--- config.mk ---
export PLATFORM = sky130hd
export DESIGN_NAME = seg_xlat_unit
export DESIGN_NICKNAME = d
export VERILOG_FILES = /design/src/rtl/seg_xlat_pkg.sv /design/src/rtl/seg_sel_decode.sv /design/src/rtl/seg_limit_check.sv /design/src/rtl/seg_xlat_unit.sv
export SDC_FILE = /design/constraint.sdc
export NUM_CORES = 2
export LEC_CHECK = 0
export BUFFER_PORTS_ARGS = -buffer_cell sky130_fd_sc_hd__buf_2
export CAP_MARGIN = 20
export CORE_ASPECT_RATIO = 0.7
export CORE_MARGIN = 5
export CORE_UTILIZATION = 55
export DETAILED_ROUTE_END_ITERATION = 6
export GPL_ROUTABILITY_DRIVEN = 0
export GPL_TIMING_DRIVEN = 0
export PLACE_DENSITY_LB_ADDON = 0.1
export REMOVE_ABC_BUFFERS = 1
export SYNTH_ARGS = -nofsm -noshare
export SYNTH_HDL_FRONTEND = slang
export SYNTH_SLANG_ARGS = --single-unit
--- constraint.sdc ---
create_clock -name clk -period 8.35 [get_ports clk]
set_input_delay 0.4175 -clock clk [delete_from_list [all_inputs] [get_ports clk]]
set_output_delay 0.4175 -clock clk [all_outputs]
set_load 0.03 [all_outputs]
--- src/rtl/seg_xlat_pkg.sv ---
package seg_xlat_pkg;

    localparam int SEL_W  = 16;
    localparam int ADDR_W = 32;
    localparam int LIM_W  = 20;

    typedef enum logic [1:0] {
        FLT_NONE  = 2'd0,
        FLT_LIMIT = 2'd1,
        FLT_WRITE = 2'd2,
        FLT_NULL  = 2'd3
    } flt_e;

    typedef enum logic [1:0] {
        ST_IDLE  = 2'd0,
        ST_WORD0 = 2'd1,
        ST_WORD1 = 2'd2
    } fst_e;

    // hidden per-slot cache entry
    typedef struct packed {
        logic [SEL_W-1:0]  sel;
        logic [ADDR_W-1:0] base;
        logic [LIM_W-1:0]  limit;
        logic [7:0]        acc;
        logic              gran;
        logic              dflag;
        logic              avail;
        logic              is_null;
    } seg_ent_t;

    // scatter of the two descriptor words into a cache entry
    function automatic seg_ent_t desc_unpack(input logic [31:0] w0,
                                             input logic [31:0] w1,
                                             input logic [SEL_W-1:0] sel);
        seg_ent_t e;
        e.sel     = sel;
        e.base    = {w1[31:24], w1[7:0], w0[31:16]};
        e.limit   = {w1[19:16], w0[15:0]};
        e.acc     = w1[15:8];
        e.gran    = w1[23];
        e.dflag   = w1[22];
        e.avail   = w1[20];
        e.is_null = 1'b0;
        return e;
    endfunction

endpackage

--- src/rtl/seg_sel_decode.sv ---
module seg_sel_decode
    import seg_xlat_pkg::*;
(
    input  logic [SEL_W-1:0]  sel_i,
    input  logic [ADDR_W-1:0] gbase_i,
    input  logic [ADDR_W-1:0] lbase_i,
    output logic [ADDR_W-1:0] faddr_o,
    output logic              is_null_o
);
    localparam int IDX_LSB = 3;
    localparam int IDX_W   = SEL_W - IDX_LSB;

    logic [IDX_W-1:0] idx;
    logic             tbl;
    logic [1:0]       unused_rpl;

    assign idx        = sel_i[SEL_W-1:IDX_LSB];
    assign tbl        = sel_i[2];
    assign unused_rpl = sel_i[1:0];

    assign faddr_o   = (tbl ? lbase_i : gbase_i) + (ADDR_W'(idx) << IDX_LSB);
    assign is_null_o = (idx == '0) && !tbl;
endmodule

--- src/rtl/seg_limit_check.sv ---
module seg_limit_check
    import seg_xlat_pkg::*;
(
    input  seg_ent_t          ent_i,
    input  logic              prot_i,
    input  logic [ADDR_W-1:0] off_i,
    input  logic              write_i,
    output logic [ADDR_W-1:0] lin_o,
    output flt_e              flt_o
);
    localparam int PAGE_SH = ADDR_W - LIM_W;

    logic [ADDR_W-1:0] eff_lim;
    logic [19:0]       real_sum;
    logic              no_write;
    logic              unused_bits;

    assign unused_bits = ^{ent_i.acc[7:4], ent_i.acc[2], ent_i.acc[0],
                           ent_i.dflag, ent_i.avail};

    always_comb begin
        eff_lim  = ent_i.gran ? {ent_i.limit, {PAGE_SH{1'b1}}}
                              : {{PAGE_SH{1'b0}}, ent_i.limit};
        real_sum = {ent_i.sel, 4'h0} + {4'h0, off_i[15:0]};
        no_write = ent_i.acc[3] || !ent_i.acc[1];
        if (!prot_i) begin
            lin_o = {12'h000, real_sum};
            flt_o = FLT_NONE;
        end else begin
            lin_o = ent_i.base + off_i;
            if (ent_i.is_null)           flt_o = FLT_NULL;
            else if (off_i > eff_lim)    flt_o = FLT_LIMIT;
            else if (write_i && no_write) flt_o = FLT_WRITE;
            else                         flt_o = FLT_NONE;
        end
    end
endmodule

--- src/rtl/seg_xlat_unit.sv ---
module seg_xlat_unit
    import seg_xlat_pkg::*;
#(
    parameter int NUM_SEGS = 4,
    localparam int SEG_W = (NUM_SEGS > 1) ? $clog2(NUM_SEGS) : 1
) (
    input  logic              clk,
    input  logic              rst_n,
    input  logic              prot_mode_i,
    input  logic [31:0]       gtab_base_i,
    input  logic [31:0]       ltab_base_i,
    input  logic              ld_valid_i,
    input  logic [SEG_W-1:0]  ld_seg_i,
    input  logic [15:0]       ld_sel_i,
    output logic              ld_done_o,
    output logic              ld_fault_o,
    output logic              busy_o,
    output logic              mem_rd_o,
    output logic [31:0]       mem_addr_o,
    input  logic [31:0]       mem_rdata_i,
    input  logic              xl_valid_i,
    input  logic [SEG_W-1:0]  xl_seg_i,
    input  logic [31:0]       xl_off_i,
    input  logic              xl_write_i,
    output logic              xl_stall_o,
    output logic              xl_valid_o,
    output logic [31:0]       xl_addr_o,
    output logic [1:0]        xl_fault_o
);
    localparam seg_ent_t ENT_RST = '{is_null: 1'b1, default: '0};

    typedef struct packed {
        fst_e              st;
        logic [SEG_W-1:0]  pseg;
        logic [SEL_W-1:0]  psel;
        logic [ADDR_W-1:0] faddr;
        logic [31:0]       w0;
        logic              done;
        logic              nfault;
        logic              xv;
        logic [ADDR_W-1:0] xa;
        flt_e              xf;
    } ctl_t;

    ctl_t     ctl_d, ctl_q;
    seg_ent_t ent_d [NUM_SEGS];
    seg_ent_t ent_q [NUM_SEGS];

    logic [ADDR_W-1:0] dec_faddr;
    logic              dec_null;
    logic [ADDR_W-1:0] seg_lin [NUM_SEGS];
    flt_e              seg_flt [NUM_SEGS];

    seg_sel_decode u_dec (
        .sel_i     (ld_sel_i),
        .gbase_i   (gtab_base_i),
        .lbase_i   (ltab_base_i),
        .faddr_o   (dec_faddr),
        .is_null_o (dec_null)
    );

    // one checker per slot; the request slot picks the result
    for (genvar s = 0; s < NUM_SEGS; s++) begin : g_chk
        seg_limit_check u_chk (
            .ent_i   (ent_q[s]),
            .prot_i  (prot_mode_i),
            .off_i   (xl_off_i),
            .write_i (xl_write_i),
            .lin_o   (seg_lin[s]),
            .flt_o   (seg_flt[s])
        );
    end

    always_comb begin
        seg_ent_t newent;
        ctl_d        = ctl_q;
        ent_d        = ent_q;
        ctl_d.done   = 1'b0;
        ctl_d.nfault = 1'b0;
        ctl_d.xv     = 1'b0;
        newent       = desc_unpack(ctl_q.w0, mem_rdata_i, ctl_q.psel);

        xl_stall_o = (ctl_q.st != ST_IDLE) && (xl_seg_i == ctl_q.pseg);
        if (xl_valid_i && !xl_stall_o) begin
            ctl_d.xv = 1'b1;
            ctl_d.xa = seg_lin[xl_seg_i];
            ctl_d.xf = seg_flt[xl_seg_i];
        end

        unique case (ctl_q.st)
            ST_IDLE: begin
                if (ld_valid_i) begin
                    if (!prot_mode_i || dec_null) begin
                        ent_d[ld_seg_i]         = '0;
                        ent_d[ld_seg_i].sel     = ld_sel_i;
                        ent_d[ld_seg_i].is_null = prot_mode_i;
                        ctl_d.done              = 1'b1;
                    end else begin
                        ctl_d.st    = ST_WORD0;
                        ctl_d.pseg  = ld_seg_i;
                        ctl_d.psel  = ld_sel_i;
                        ctl_d.faddr = dec_faddr;
                    end
                end
            end
            ST_WORD0: begin
                ctl_d.w0 = mem_rdata_i;
                ctl_d.st = ST_WORD1;
            end
            ST_WORD1: begin
                if (newent.acc[7]) begin
                    ent_d[ctl_q.pseg] = newent;
                    ctl_d.done        = 1'b1;
                end else begin
                    ctl_d.nfault = 1'b1;
                end
                ctl_d.st = ST_IDLE;
            end
            default: ctl_d.st = ST_IDLE;
        endcase
    end

    always_ff @(posedge clk or negedge rst_n) begin
        if (!rst_n) begin
            ctl_q <= '0;
            for (int i = 0; i < NUM_SEGS; i++) ent_q[i] <= ENT_RST;
        end else begin
            ctl_q <= ctl_d;
            ent_q <= ent_d;
        end
    end

    assign busy_o     = ctl_q.st != ST_IDLE;
    assign mem_rd_o   = busy_o;
    assign mem_addr_o = (ctl_q.st == ST_WORD1) ? ctl_q.faddr + 32'd4 : ctl_q.faddr;
    assign ld_done_o  = ctl_q.done;
    assign ld_fault_o = ctl_q.nfault;
    assign xl_valid_o = ctl_q.xv;
    assign xl_addr_o  = ctl_q.xa;
    assign xl_fault_o = ctl_q.xf;
endmodule

== After elaboration in Yosys (flattened, before gate mapping) ==
Cells that the tools add are included.
Storage, ports and cells
  bits in registers: 441
Cells by class
  add/subtract/negate cells: 10
  magnitude comparators: 9
  equal/unequal tests: 7
  mux-type cells: 57
  bitwise logic cells: 6
  reduce and logical (&&, ||, !) cells: 28
Operators by type and width (number)
  bitwise mux 320 bit: 3
  two-way mux 320 bit: 3
  demux 80 bit (select 2 bit): 4
  one-hot mux 320 bit (2 select lines): 1
  two-way mux 32 bit: 12
  AND 320 bit: 1
  NOT 320 bit: 1
  two-way mux 80 bit: 3
  adder 32 bit: 4
  greater-than comparator 32 bit: 4
  two-way mux 52 bit: 2
  adder 20 x 16 -> 20 bit: 4
  binary-select mux 32 bit (select 2 bit): 1
  two-way mux 2 bit: 18
  two-way mux 35 bit: 1
  adder 32 x 16 -> 32 bit: 1
  adder 32 x 3 -> 32 bit, second input constant: 1
  logical NOT 13 bit: 1
  >= comparator 3 bit, second input constant: 3
  logical AND 1 bit: 9
  NOT 2 -> 3 bit: 3
  inequality test 2 bit, second input constant: 4
  logical NOT 1 bit: 7
  less-than comparator 3 x 1 -> 1 bit, second input constant: 2
  14 further kinds: 24

== Logic depth before layout (Yosys ltp) ==
  depth in word-level cells: 12
  gate-level depth with buffers: 18
  mapped depth without buffers: 14

== By module ==
From an unflattened synthesis, not the netlist that was laid out.
Unflattened totals
  cells, all modules: 3435
  area, all modules: 33952.6 µm²
Modules (own cells, without submodules)
  seg_xlat_unit: times used 1, cells an instance 1229, area each 18192.4 µm²
  seg_limit_check (g_chk[1].u_chk ...): times used 2, cells an instance 488, area each 3490.8 µm²
  seg_limit_check (g_chk[0].u_chk): times used 1, cells an instance 534, area each 3666.0 µm²
  seg_limit_check (g_chk[3].u_chk): times used 1, cells an instance 515, area each 3629.7 µm²
  seg_sel_decode: times used 1, cells an instance 181, area each 1482.7 µm²

== Worst setup path before layout ==
No wires, ideal clock.
  path type: input-to-reg
  start: input port ld_sel_i[2]
  end: register ctl_q[97] (netlist name)
  setup time: 0.083 ns
  arrival: 4.107 ns
  data required time: 8.267 ns
  slack: 4.161 ns
  stages on the path: 17
  path buffers: 4
  cell sequence: buf_2 -> buf_2 -> buf_1 -> clkbuf_1 -> mux2i_1 -> inv_1 -> ha_1 -> a21o_1 -> a21o_1 -> a2111oi_0 -> o211ai_1 -> a31oi_1 -> o21bai_1 -> nand2_1 -> nor3b_1 -> xor2_1 -> o21ai_0
Between the ends
  word-level cells in the longest chain between the ends: 5
  elaborated cells between the ends (all ways): 7
  those cells by class: add/sub: 1; mux: 1; bitwise: 1; reduce/logical: 4
Ends and longest elaborated chain
  from (decl): line seg_xlat_unit.sv:14  | input logic [15:0] ld_sel_i,
  branches (longest 5 deep; another with adder 32 x 16 -> 32 bit)
  to (signal assigned): line seg_xlat_unit.sv:128  | ctl_q <= ctl_d;
  to (decl): line seg_xlat_unit.sv:45  | ctl_t ctl_d, ctl_q;
Parallel ways; which one is timed is not known.
A chain may end at the register's enable or synchronous reset.

== Worst setup path after layout ==
  start: input port xl_seg_i[1]
  end: register ctl_q, in the netlist xl_addr_o[28]
Between the ends
  word-level cells in the longest chain between the ends: 4
  elaborated cells between the ends (all ways): 8
  those cells by class: eq/ne: 1; mux: 3; bitwise: 1; reduce/logical: 3
Ends and longest elaborated chain
  from (decl): line seg_xlat_unit.sv:22  | input logic [SEG_W-1:0] xl_seg_i,
  NOT 2 -> 3 bit (implied by the code) or equality test 2 bit (tied branches): line seg_xlat_unit.sv:86, seg_xlat_unit.sv:83
  binary-select mux 32 bit (select 2 bit) or logical AND 1 bit (tied branches): line seg_xlat_unit.sv:86, seg_xlat_unit.sv:83
  two-way mux 32 bit (implied by the code) or logical NOT 1 bit (tied branches): line seg_xlat_unit.sv:86, seg_xlat_unit.sv:84
  two-way mux 32 bit (implied by the code) or logical AND 1 bit (tied branches): line seg_xlat_unit.sv:86, seg_xlat_unit.sv:84
Parallel ways exist; a longest one is shown, timed or not. The select of a mux whose other input is x is not followed.

==> summary.txt <==
Final Hold Fails: 0
Drt total wl: 104000 um
Die H: 206 um
Status: finished, final reports clean
Die area: 60000 sq um
Via/cell ratio: 6.70
Nets: 3891
Io pins: 226
Routed Antenna Nets: 0
# setup viols final: 0
Power Dens Cells: 257 nW/um^2
Rel. slew slack: 20.5%
Total number of yosys warnings: 0
VDD IR max: 0.178 mV
CP max stage delay: 1.05 ns
Synth top area share: 33.4%
Hpwl dp: 77800 um
Slew Limit Fails: 0
Clock Path Buffers: 3
Clock-pin slew on the worst setup and hold paths: 0.07 ns
Vias in the first global route: 27500
Ys async rst share: 100%
Number of buffers added on ports: 225
Post-CTS Resized: 0
Final setup margin: 3.35 ns
Count of cell types in the netlist: 82
First-pass GRT wire length: 159000 um
Clk Latency, worst-skew pair: 0.58 ns
Period utilisation layout: 59.9%
CTS tree: built
Core box area: 54900 sq um
Post-synth EDFFs: 0
Largest net degree at the start of global routing: 117
Leak: 16.0 nW
Via count: 28100
Area growth syn-to-layout: 12.4%
Slew @ Worst Pin: 1.18 ns
Sink Count: 409
Synthesized area: 30300 sq um
Top FF cell, synth: dfrtp_1
1st-iter DRT viols: 3011
Synth Register Bits: 409
Die X-Extent: 291 um
Row count: 72
Buf/Inv on CP: 4
Worst-path fanout max: 37
Clock buffer count from CTS: 44
Clock root cell: clkbuf_16
Worst Skew: 0.0173 ns
Hold slack: 0.0698 ns
Startpoint Class: input port
WS Path Type: in -> reg
Synth top area cells: dfrtp_1 33%, ha_1 13%, a22o_1 6.4%, nand2_1 4.3%, o21ai_0 3.9%
Remaining Overflow, GRT: 0
Worst Setup End Kind: register
Sequential-to-total area share from yosys stat: 33.8%
Total track usage: 33.6%
Htree depth: 2
Setup WS pre-CTS: 3.12 ns
Routed length per instance: 24.8 um
Yosys top cell by area: dfrtp_1
Fmax: 0.200 GHz
Share of cells above drive strength 1: 13.2%
Starting Density: 55.2%
Min Tclk post-route: 5.00 ns
Worst path slowest cell: nand2_1
Max Cap Violations: 0
Mapped Cells: 3277
CP delay by family, top: simple AND/OR/NAND/NOR gates
Drt drc: 0
Arr. time, crit path: 5.46 ns
RSZ-0062 raised after global routing: no
Worst hold path class: in -> reg
Crit-path cells: buf_2 -> xor2_1 -> nor3_1 -> nand2b_2 -> buf_12 -> clkinv_1 -> nand2_1 -> nor2_1 -> inv_1 -> o221ai_1 -> a32o_1
Synthesized area per cell: 9.25 sq um
Initial antenna violation count: 4
CP Data Required Time: 8.81 ns
Initial DRT Pass Iterations: 6
[cell families (layout without fill, tap and decap cells)]
logic type / after synthesis / in the layout / synth area share, %
compound gates: 1126 / 1126 / 25.5
xor+xnor: 210 / 210 / 6.07
fa+ha+maj: 323 / 323 / 13.6
buf+inv: 238 / 407 / 3.43
flops: 409 / 409 / 33.8
mux: 120 / 120 / 4.91
other cells: 0 / 3 / 0
simple gates: 851 / 851 / 12.7
[placed cells by master, fill, tap and decap left out, types with 35 or more instances in the layout]
cell,instances
dfrtp_1,405
nand2_1,347
ha_1,314
o21ai_0,234
buf_2,225
a22o_1,223
nor2_1,196
a21oi_1,193
a21o_1,120
xnor2_1,117
xor2_1,93
a22oi_1,69
inv_1,56
nand4_1,53
mux2i_1,52
mux2_2,49
nand3_1,49
nor3_1,46
clkbuf_16,45
a211oi_1,35
[synthesized netlist by cell type (7+ instances only)]
| master | instances |
|---|---|
| buf_4 | 37 |
| o21ai_1 | 30 |
| mux2i_1 | 52 |
| a211o_1 | 8 |
| or3_1 | 15 |
| a21boi_0 | 7 |
| o21ai_0 | 234 |
| nor2b_1 | 27 |
| o31ai_1 | 10 |
| xnor2_1 | 117 |
| fa_1 | 9 |
| mux4_2 | 18 |
| nand4_1 | 53 |
| nor3_1 | 49 |
| nand2_1 | 347 |
| a31oi_1 | 28 |
| xor2_1 | 93 |
| clkbuf_1 | 128 |
| o21a_1 | 23 |
| o211ai_1 | 24 |
| and2_1 | 14 |
| a22oi_1 | 69 |
| a21o_1 | 120 |
| ha_1 | 314 |
| nor4_1 | 15 |
| o21bai_1 | 23 |
| mux2_2 | 49 |
| dfrtp_1 | 405 |
| and3_1 | 23 |
| inv_1 | 56 |
| o22ai_1 | 9 |
| a22o_1 | 223 |
| a211oi_1 | 35 |
| nand2b_1 | 32 |
| nand3_1 | 50 |
| buf_1 | 8 |
| a21oi_1 | 193 |
| nor2_1 | 203 |
[timing repair]
action                    CTS  global route
hold endpoints to repair  101             0
hold buffers                1             0
setup buffers               0             0
[where the power goes]
part	switching (mW)	leakage (nW)	internal, mW
registers	0.480	5.30	2.45
logic	2.12	9.90	1.57
clock network	0.874	0.759	1.27
[stage by stage]
| step | setup TNS [ns] | area, sq um | cells | utilization (%) | total power, mW |
|---|---|---|---|---|---|
| after global routing | 0 | 34100 | 4186 | 62.1 | 9.25 |
| after global placement | -744.90 | 31500 | 4064 | 57.5 | 6.33 |
| after floorplan | 0 | 29500 | 3099 | - | 5.37 |
| after detailed placement | 0 | 32400 | 4100 | 59.1 | 6.51 |
| final | 0 | 34100 | 4189 | 62.1 | 8.76 |
| after CTS | 0 | 34000 | 4179 | 61.9 | 8.67 |
[worst paths after layout]
path                                       to  slack, ns  cells past startpoint           start
worst max-delay path            xl_addr_o[28]       3.35                     11     xl_seg_i[1]
worst min-delay path                ctl_q[45]       0.07                      2  mem_rdata_i[8]
worst max register to register  xl_addr_o[28]       3.48                     10      ctl_q[117]
worst min register to register   xl_addr_o[7]       0.47                      2    xl_addr_o[7]
max in group asynchronous          ent_q[263]       6.34                      4           rst_n
min in group asynchronous           ctl_q[91]       0.49                      2           rst_n
[metal layers]
layer  share of wire [%]  track usage (%)  vias up  routed length, um
met3                  12             9.50      254              12100
li1                    -                -    12500                  -
met5                   0                0        -                  0
met1                  44             48.6    13700              45800
met4                 3.2             11.2        0               3310
met2                  41             48.7     1611              42800
[area by class of cell]
| cell class | count | area (sq um) |
|---|---|---|
| Sequential cell | 409 | 10200 |
| Fill cell | 4567 | 20800 |
| Tap cell | 740 | 926 |
| Clock buffer | 58 | 1240 |
| Clock inverter | 20 | 289 |
| Antenna cell | 3 | 7.51 |
| Inverter | 60 | 225 |
| Multi-Input combinational cell | 2630 | 19100 |
| Timing Repair Buffer | 269 | 2010 |
(Power assumes the default switching activity.)
